--- src/rtl/mesi_pkg.sv ---
package mesi_pkg;
   localparam int STATE_BITS = 2;
   localparam int KIND_BITS  = 3;

   typedef enum logic [STATE_BITS-1:0] {
      LS_INV  = 2'd0,
      LS_SHR  = 2'd1,
      LS_EXC  = 2'd2,
      LS_MOD  = 2'd3
   } line_st_t;

   typedef enum logic [KIND_BITS-1:0] {
      AK_RDFILL = 3'd0,
      AK_WRHIT  = 3'd1,
      AK_WRMISS = 3'd2,
      AK_INQ    = 3'd3,
      AK_SNOOP  = 3'd4,
      AK_FLUSH  = 3'd5,
      AK_WBINV  = 3'd6,
      AK_NOP    = 3'd7
   } acc_kind_t;

   typedef struct packed {
      line_st_t st;
      logic     wthru;
      logic     burst;
   } upd_res_t;
endpackage

--- src/rtl/mesi_policy_eval.sv ---
module mesi_policy_eval (
   input  logic policy_wb,
   input  logic page_wt,
   input  logic line_cacheable,
   input  logic cache_enable,
   output logic hold_excl,
   output logic may_alloc
);
   // exclusive ownership only when the policy asks for write-back
   // and the page does not force write-through
   always_comb begin
      hold_excl = policy_wb & ~page_wt;
      may_alloc = line_cacheable & cache_enable;
   end
endmodule

--- src/rtl/mesi_state_next.sv ---
module mesi_state_next
   import mesi_pkg::*;
(
   input  acc_kind_t kind,
   input  line_st_t  cur,
   input  logic      hold_excl,
   input  logic      may_alloc,
   input  logic      snoop_inval,
   output upd_res_t  res
);
   always_comb begin
      res.st    = cur;
      res.wthru = 1'b0;
      res.burst = 1'b0;
      unique case (kind)
         AK_RDFILL: begin
            if (!may_alloc)     res.st = LS_INV;
            else if (hold_excl) res.st = LS_EXC;
            else                res.st = LS_SHR;
         end
         AK_WRHIT: begin
            unique case (cur)
               LS_SHR: begin
                  res.wthru = 1'b1;
                  res.st    = hold_excl ? LS_EXC : LS_SHR;
               end
               LS_EXC: begin
                  res.wthru = ~hold_excl;
                  res.st    = hold_excl ? LS_MOD : LS_SHR;
               end
               LS_MOD:  res.st    = LS_MOD;
               default: res.wthru = 1'b1;
            endcase
         end
         AK_WRMISS: res.wthru = 1'b1;
         AK_INQ, AK_SNOOP: begin
            res.burst = (cur == LS_MOD);
            if (cur != LS_INV) res.st = snoop_inval ? LS_INV : LS_SHR;
         end
         AK_FLUSH, AK_WBINV: begin
            res.burst = (cur == LS_MOD);
            res.st    = LS_INV;
         end
         default: ;
      endcase
   end
endmodule

--- src/rtl/mesi_line_ctrl.sv ---
module mesi_line_ctrl
   import mesi_pkg::*;
#(
   parameter int STATE_W   = 2,
   parameter int KIND_W    = 3,
   parameter bit REG_OUT   = 1'b1
) (
   input  logic               clk,
   input  logic               rst_n,
   input  logic               acc_valid,
   input  logic [KIND_W-1:0]  acc_kind,
   input  logic [STATE_W-1:0] cur_state,
   input  logic               policy_wb,
   input  logic               page_wt,
   input  logic               line_cacheable,
   input  logic               cache_enable,
   input  logic               snoop_inval,
   output logic               res_valid,
   output logic [STATE_W-1:0] res_state,
   output logic               req_writethru,
   output logic               req_burst_wb
);
   localparam int N_STATES = 1 << STATE_W;
   localparam int N_KINDS  = 1 << KIND_W;

   if (STATE_W != STATE_BITS || N_STATES != 4) begin : g_bad_state_w
      $error("mesi_line_ctrl: STATE_W must be 2");
   end
   if (KIND_W != KIND_BITS || N_KINDS != 8) begin : g_bad_kind_w
      $error("mesi_line_ctrl: KIND_W must be 3");
   end

   logic     hold_excl, may_alloc;
   upd_res_t comb_res;

   mesi_policy_eval u_policy (
      .policy_wb      (policy_wb),
      .page_wt        (page_wt),
      .line_cacheable (line_cacheable),
      .cache_enable   (cache_enable),
      .hold_excl      (hold_excl),
      .may_alloc      (may_alloc)
   );

   mesi_state_next u_next (
      .kind        (acc_kind_t'(acc_kind)),
      .cur         (line_st_t'(cur_state)),
      .hold_excl   (hold_excl),
      .may_alloc   (may_alloc),
      .snoop_inval (snoop_inval),
      .res         (comb_res)
   );

   if (REG_OUT) begin : g_reg
      logic     vld_q;
      upd_res_t res_q;
      always_ff @(posedge clk) begin
         if (!rst_n) begin
            vld_q <= 1'b0;
            res_q <= '0;
         end else begin
            vld_q <= acc_valid;
            if (acc_valid) res_q <= comb_res;
         end
      end
      assign res_valid     = vld_q;
      assign res_state     = res_q.st;
      assign req_writethru = vld_q & res_q.wthru;
      assign req_burst_wb  = vld_q & res_q.burst;

      AST_RESULT_NEXT_CYCLE: assert property (@(posedge clk) disable iff (!rst_n)
         acc_valid |=> res_valid);
      AST_QUIET_WHEN_IDLE: assert property (@(posedge clk) disable iff (!rst_n)
         !res_valid |-> !req_writethru && !req_burst_wb);
      AST_FILL_EXCL: assert property (@(posedge clk) disable iff (!rst_n)
         res_valid && $past(acc_kind == AK_RDFILL && line_cacheable && cache_enable
                            && policy_wb && !page_wt)
         |-> res_state == LS_EXC);
      AST_FILL_NO_ALLOC: assert property (@(posedge clk) disable iff (!rst_n)
         res_valid && $past(acc_kind == AK_RDFILL && !(line_cacheable && cache_enable))
         |-> res_state == LS_INV && !req_writethru && !req_burst_wb);
      AST_MOD_WRITE_SILENT: assert property (@(posedge clk) disable iff (!rst_n)
         res_valid && $past(acc_kind == AK_WRHIT && cur_state == LS_MOD)
         |-> res_state == LS_MOD && !req_writethru);
      AST_BURST_NEEDS_MOD: assert property (@(posedge clk) disable iff (!rst_n)
         req_burst_wb |-> $past(cur_state) == LS_MOD);
      AST_FLUSH_INVALIDATES: assert property (@(posedge clk) disable iff (!rst_n)
         res_valid && $past(acc_kind == AK_FLUSH || acc_kind == AK_WBINV)
         |-> res_state == LS_INV);
      AST_ONE_BUS_REQ: assert property (@(posedge clk) disable iff (!rst_n)
         !(req_writethru && req_burst_wb));
   end else begin : g_comb
      assign res_valid     = acc_valid;
      assign res_state     = comb_res.st;
      assign req_writethru = acc_valid & comb_res.wthru;
      assign req_burst_wb  = acc_valid & comb_res.burst;
      always_comb begin
         if (rst_n) AST_ONE_BUS_REQ_C: assert (!(req_writethru && req_burst_wb));
      end
   end
endmodule

--- config.mk ---
export PLATFORM = sky130hd
export DESIGN_NAME = mesi_line_ctrl
export DESIGN_NICKNAME = d
export VERILOG_FILES = /design/src/rtl/mesi_pkg.sv /design/src/rtl/mesi_policy_eval.sv /design/src/rtl/mesi_state_next.sv /design/src/rtl/mesi_line_ctrl.sv
export SDC_FILE = /design/constraint.sdc
export NUM_CORES = 1
export LEC_CHECK = 0
export BUFFER_PORTS_ARGS = -buffer_cell sky130_fd_sc_hd__buf_2
export CAP_MARGIN = 10
export CORE_AREA = 2 2 39 41
export DETAILED_ROUTE_END_ITERATION = 16
export DIE_AREA = 0 0 41 43
export HOLD_SLACK_MARGIN = 0.02
export PLACE_DENSITY = 0.62
export SLEW_MARGIN = 20
export SYNTH_ARGS = -nofsm -noshare
export SYNTH_HDL_FRONTEND = slang
export SYNTH_SLANG_ARGS = --single-unit
--- constraint.sdc ---
create_clock -name clk -period 1.98 [get_ports clk]
set_clock_uncertainty 0.2 [all_clocks]
set_input_delay 0.099 -clock clk [delete_from_list [all_inputs] [get_ports clk]]
set_output_delay 0.099 -clock clk [all_outputs]
set_load 0.005 [all_outputs]
---- Word-level counts from Yosys, hierarchy flattened ----
Cells that the tools add are included.
Widths: inputs -> output; s select.
word-level totals
  register bits after elaboration ......... 5
  input port bits ......................... 13
  output and inout port bits .............. 5
  word-level logic and storage cells ...... 34
cells by class
  eq/ne operators ......................... 9
  multiplexer cells ....................... 10
  bitwise gates (word level) .............. 6
  reductions and logical operators ........ 5
operators by type and width
  operator            count
  $eq 3x3->1 const B  3
  $mux 2              4
  $pmux 2 s4          1
  $eq 3x2->1 const B  2
  $pmux 2 s3          1
  $and 1x1->1         4
  $eq 2x2->1 const B  2
  $pmux 1 s2          2
  $reduce_or 2->1     2
  $reduce_or 4->1     1
  $eq 3x1->1 const B  1
  $logic_not 3->1     1
  $eq 2x1->1 const B  1
  $mux 1              2
  $not 1->1           2
  $reduce_bool 2->1   1

---- Logic depth before layout (Yosys ltp) ----
  depth in word-level cells ............... 5
  gate-level depth with buffers ........... 5
  mapped depth without buffers ............ 4

---- By module ----
Synthesis repeated with hierarchy kept, for this count alone.
second synthesis, totals
  cell total of the unflattened synthesis .. 47
  area total of the unflattened synthesis .. 422.9 µm²
by module, submodules not included
  module            times used  cells an instance  area an instance (µm²)  seq. area each (µm²)
  mesi_line_ctrl    1           19                 211.5                   100.1
  mesi_state_next   1           26                 191.4                   0.0
  mesi_policy_eval  1           2                  20.0                    0.0

---- Worst setup path before layout ----
Ideal clock, no wire load.
  path type ............................... input to register
  start ................................... in acc_kind[0]
  end ..................................... reg g_reg.res_q (netlist bit res_state[0])
  library setup time ...................... 0.066 ns
  arrival time ............................ 0.863 ns
  data required time ...................... 1.714 ns
  setup slack ............................. 0.851 ns
  cell stages on the path ................. 5
  path buffers ............................ 1
  cells stage by stage .................... buf_6 nand3b_4 a2111oi_4 a311oi_1 a21oi_2
between the ends
  longest elaborated chain between the ends .. 3
  elaborated cells on any way between the ends .. 9
  classes of those cells .................. eq/ne (5); mux (1); reduce/logical (3)
ends and longest elaborated chain
  element                                          RTL line               source
  from (decl)                                      mesi_line_ctrl.sv:11   input logic [KIND_W-1:0] acc_kind,
  $eq 3x3->1 / $eq 3x2->1 (equally long branches)  mesi_state_next.sv:15  unique case (kind)
  $reduce_or 2->1                                  mesi_state_next.sv:15
  $pmux 2 s4 (*)                                   mesi_state_next.sv:15
  to (signal assigned)                             mesi_line_ctrl.sv:63   if (acc_valid) res_q <= comb_res;
  to (decl)                                        mesi_line_ctrl.sv:56   upd_res_t res_q;
Mark *: on every way between the ends. The rest lies on a longest branch, timed or not.
A chain may end at the register's enable or synchronous reset.

==> impl_results.md <==
* Vias in the first global route at 354
* Initial core utilization at 0.323
* RSZ-0062 raised after global routing: false
* GR Util All Layers at 0.119
* Crit path DAT at roughly 1.6 ns
* Top-area cell type share of the netlist area at 0.224
* Crit path required time at 1.95 ns
* GRT overflow at 0
* Crit path kind: in2reg
* Met2 WL post-DR at 367 um
* Yosys cell types at 26
* First-pass detailed-route iteration total at 2
* Total routed wirelength at 843 um
* # fillers at 142
* First-pass GRT wire length at 1420 um
* Top post-synthesis cells by area: dfxtp_1 (22%), buf_6 (7.6%), a2111oi_4 (6.2%)
* Tmin final at approximately 1.6 ns
* Run status: completed
* HP Class: in2reg
* Core ar. at 1380 um^2
* Initial DRC Count at 2
* Layout cells sized above 1 at 0.368
* Period utilization at 0.813
* Die ar. at 1760 um^2
* Area delta synth->final at 30.3%
* Diodes inserted at 0
* Sequential share of power at 0.362
* H-tree lvl count at 1
* Fmax at 621 MHz
* Area occupied by multi-input gates at 290 um^2
* Die X at 41 um
* CTS tree: yes
* Clk_lat worst skew at 0.24 ns
* DR vias at 405
* Clk sink count at 5
* CTS root buf: clkbuf_4
* Synthesized area per cell at between 9 and 10 um^2
* Pin count of the biggest net entering global routing at 11
* Leakage power at 0.239 nW
* Highest metal used: met3
* Pins Over Slew Limit at 0
* Worst Tran Pin Value at roughly 0.30 ns
* Sequential cell area at 100 um^2
* Net switching power at 77.9 uW
* Reg clk slew, reported paths at 0.04 ns
* Syn nets at 60
* Post-DP HPWL at roughly 620 um
* Final GP Congestion at 0.797
* Num ports at 18
* Met3 Wirelength at roughly 56 um
* Synth Register Bits at 5
* Cell Count, Final, Fillers Out at 84
* Vias per inst at between 4 and 5
* Max VDD drop at about 0.15 mV
* CTS Buf Count at 3
* Final #Nets at 82
* Post-route DRC at 0
* Synth warn at 0
* Initial antenna violation count at 0
* Synth Instances at 47
* Clk buf depth at 2
* Seq/Total Area, Yosys at 0.224
* DRT antenna net count at 0
* Post-Route M1 WL at 419 um
* Final setup fails at 0
* Row count at 14
* Internal power at 222 uW
* Setup TNS at 0 ns
* CP max FO at 10
* Wire per inst at 10.0 um
* Synth area leader: dfxtp_1
* Switching Share at 0.259
* Clock power frac at 0.385
* Chip Height at 43 um
* Placed Cells at 74
* Post-Syn Area at between 400 and 500 um^2
* Critical Path Sink Type: register
* Maxcap violations at 0
* Relative slew slack at 0.802
* Pwr Density at 516 nW/um^2
* CP startpoint kind: primary input
* Hold Vio Cnt, Final at 0
* Logic gate share of total power at 0.253
* Port Buffers at 17
routing by layer:
layer | up-vias | track usage
met5 | - | 0
met4 | 0 | 0.0800
met3 | 0 | 0.0157
met2 | 16 | 0.156
met1 | 173 | 0.173
li1 | 216 | -
kinds of logic (layout without fill, tap and decap cells):
logic type,after synthesis,count (layout),synth area share
AO/OA/AOI/OAI,14,14,0.252
flip-flops,5,5,0.224
AND/OR/NAND/NOR,19,19,0.336
adder cells (fa/ha/maj),1,1,0.0224
buffers and inverters,6,27,0.126
XOR/XNOR,2,2,0.0392
flip-flops by register name, indices dropped and copies added, names as in the netlist:
signal	cells
g_reg.res_q	2
res_state	2
res_valid	1
cells in the final DEF, fill, tap and decap left out, types with 2 or more instances in the layout:
master,count
nand2_1,2
dlygate4sd3_1,6
nand3b_1,3
clkbuf_4,3
and2b_1,3
a21oi_1,3
and2_1,3
buf_2,17
xnor2_1,2
a31oi_1,2
dfxtp_1,5
o21ai_0,3
synth_stat cells:
cell type / instances
and2_1: 3
o211ai_1: 1
a2111oi_4: 1
nor2b_1: 1
nand4_1: 1
nand3b_4: 1
nand4b_1: 1
nor2_1: 1
a311oi_1: 1
buf_6: 3
a31oi_1: 2
o32a_1: 1
dfxtp_1: 5
a21oi_2: 1
o21ai_0: 3
nor3b_2: 1
nor4b_2: 1
xnor2_1: 2
maj3_1: 1
nand3b_1: 3
a21oi_1: 3
a21boi_1: 1
nand2_1: 2
and2b_1: 3
buf_4: 3
nand2b_1: 1
cell type report:
| class | instances | share of cell area |
|---|---|---|
| multi-input combinational | 36 | 0.499 |
| timing repair buffer | 23 | 0.249 |
| sequential | 5 | 0.172 |
| clock buffer | 4 | 0.0452 |
| tap | 16 | 0.0344 |
metrics by stage:
step / utilization / total power [mW] / setup WS [ns] / hold slack (ns) / instance area (um^2)
after floorplan: - / 0.164 / 0.851 / 0.0263 / 447
after global placement: 0.358 / 0.179 / 0.704 / 0.187 / 495
after detailed placement: 0.358 / 0.178 / 0.698 / 0.191 / 495
after CTS: 0.420 / 0.306 / 0.376 / 0.0674 / 582
after global routing: 0.420 / 0.320 / 0.244 / 0.121 / 582
final: 0.420 / 0.300 / 0.370 / 0.0860 / 582
critical path, cell delays in order:
cell,delay [ns]
dlygate4sd3_1,0.52
buf_2,0.18
nand4_1,0.09
dlygate4sd3_1,0.56
a21boi_1,0.14
power groups by stage:
stage	registers (mW)	clock network, mW	logic, mW
floorplan	0.110	0	0.0538
global placement	0.111	0	0.0681
detailed placement	0.111	0	0.0677
CTS	0.109	0.121	0.0762
global route	0.110	0.125	0.0857
finish	0.109	0.116	0.0760
repair_timing:
| action | CTS | global route |
|---|---|---|
| endpoints found under the hold margin | 5 | 0 |
| hold buffers | 6 | 0 |
| setup buffers | 0 | 0 |
| resized for setup | 0 | 0 |
final timing paths:
check                                                  from                     endpoint  slack [ns]  cells past startpoint
worst max-delay path                              acc_valid  g_reg.res_q[0]$_SDFFE_PN0P_        0.37                      5
worst min-delay path                           cur_state[1]    res_state[1]$_SDFFE_PN0P_        0.09                      3
worst min register to register  g_reg.res_q[0]$_SDFFE_PN0P_  g_reg.res_q[0]$_SDFFE_PN0P_        0.27                      2
worst max register to register    res_state[0]$_SDFFE_PN0P_    res_state[0]$_SDFFE_PN0P_        0.85                      3
No activity file was read; power rests on OpenSTA's default activity.
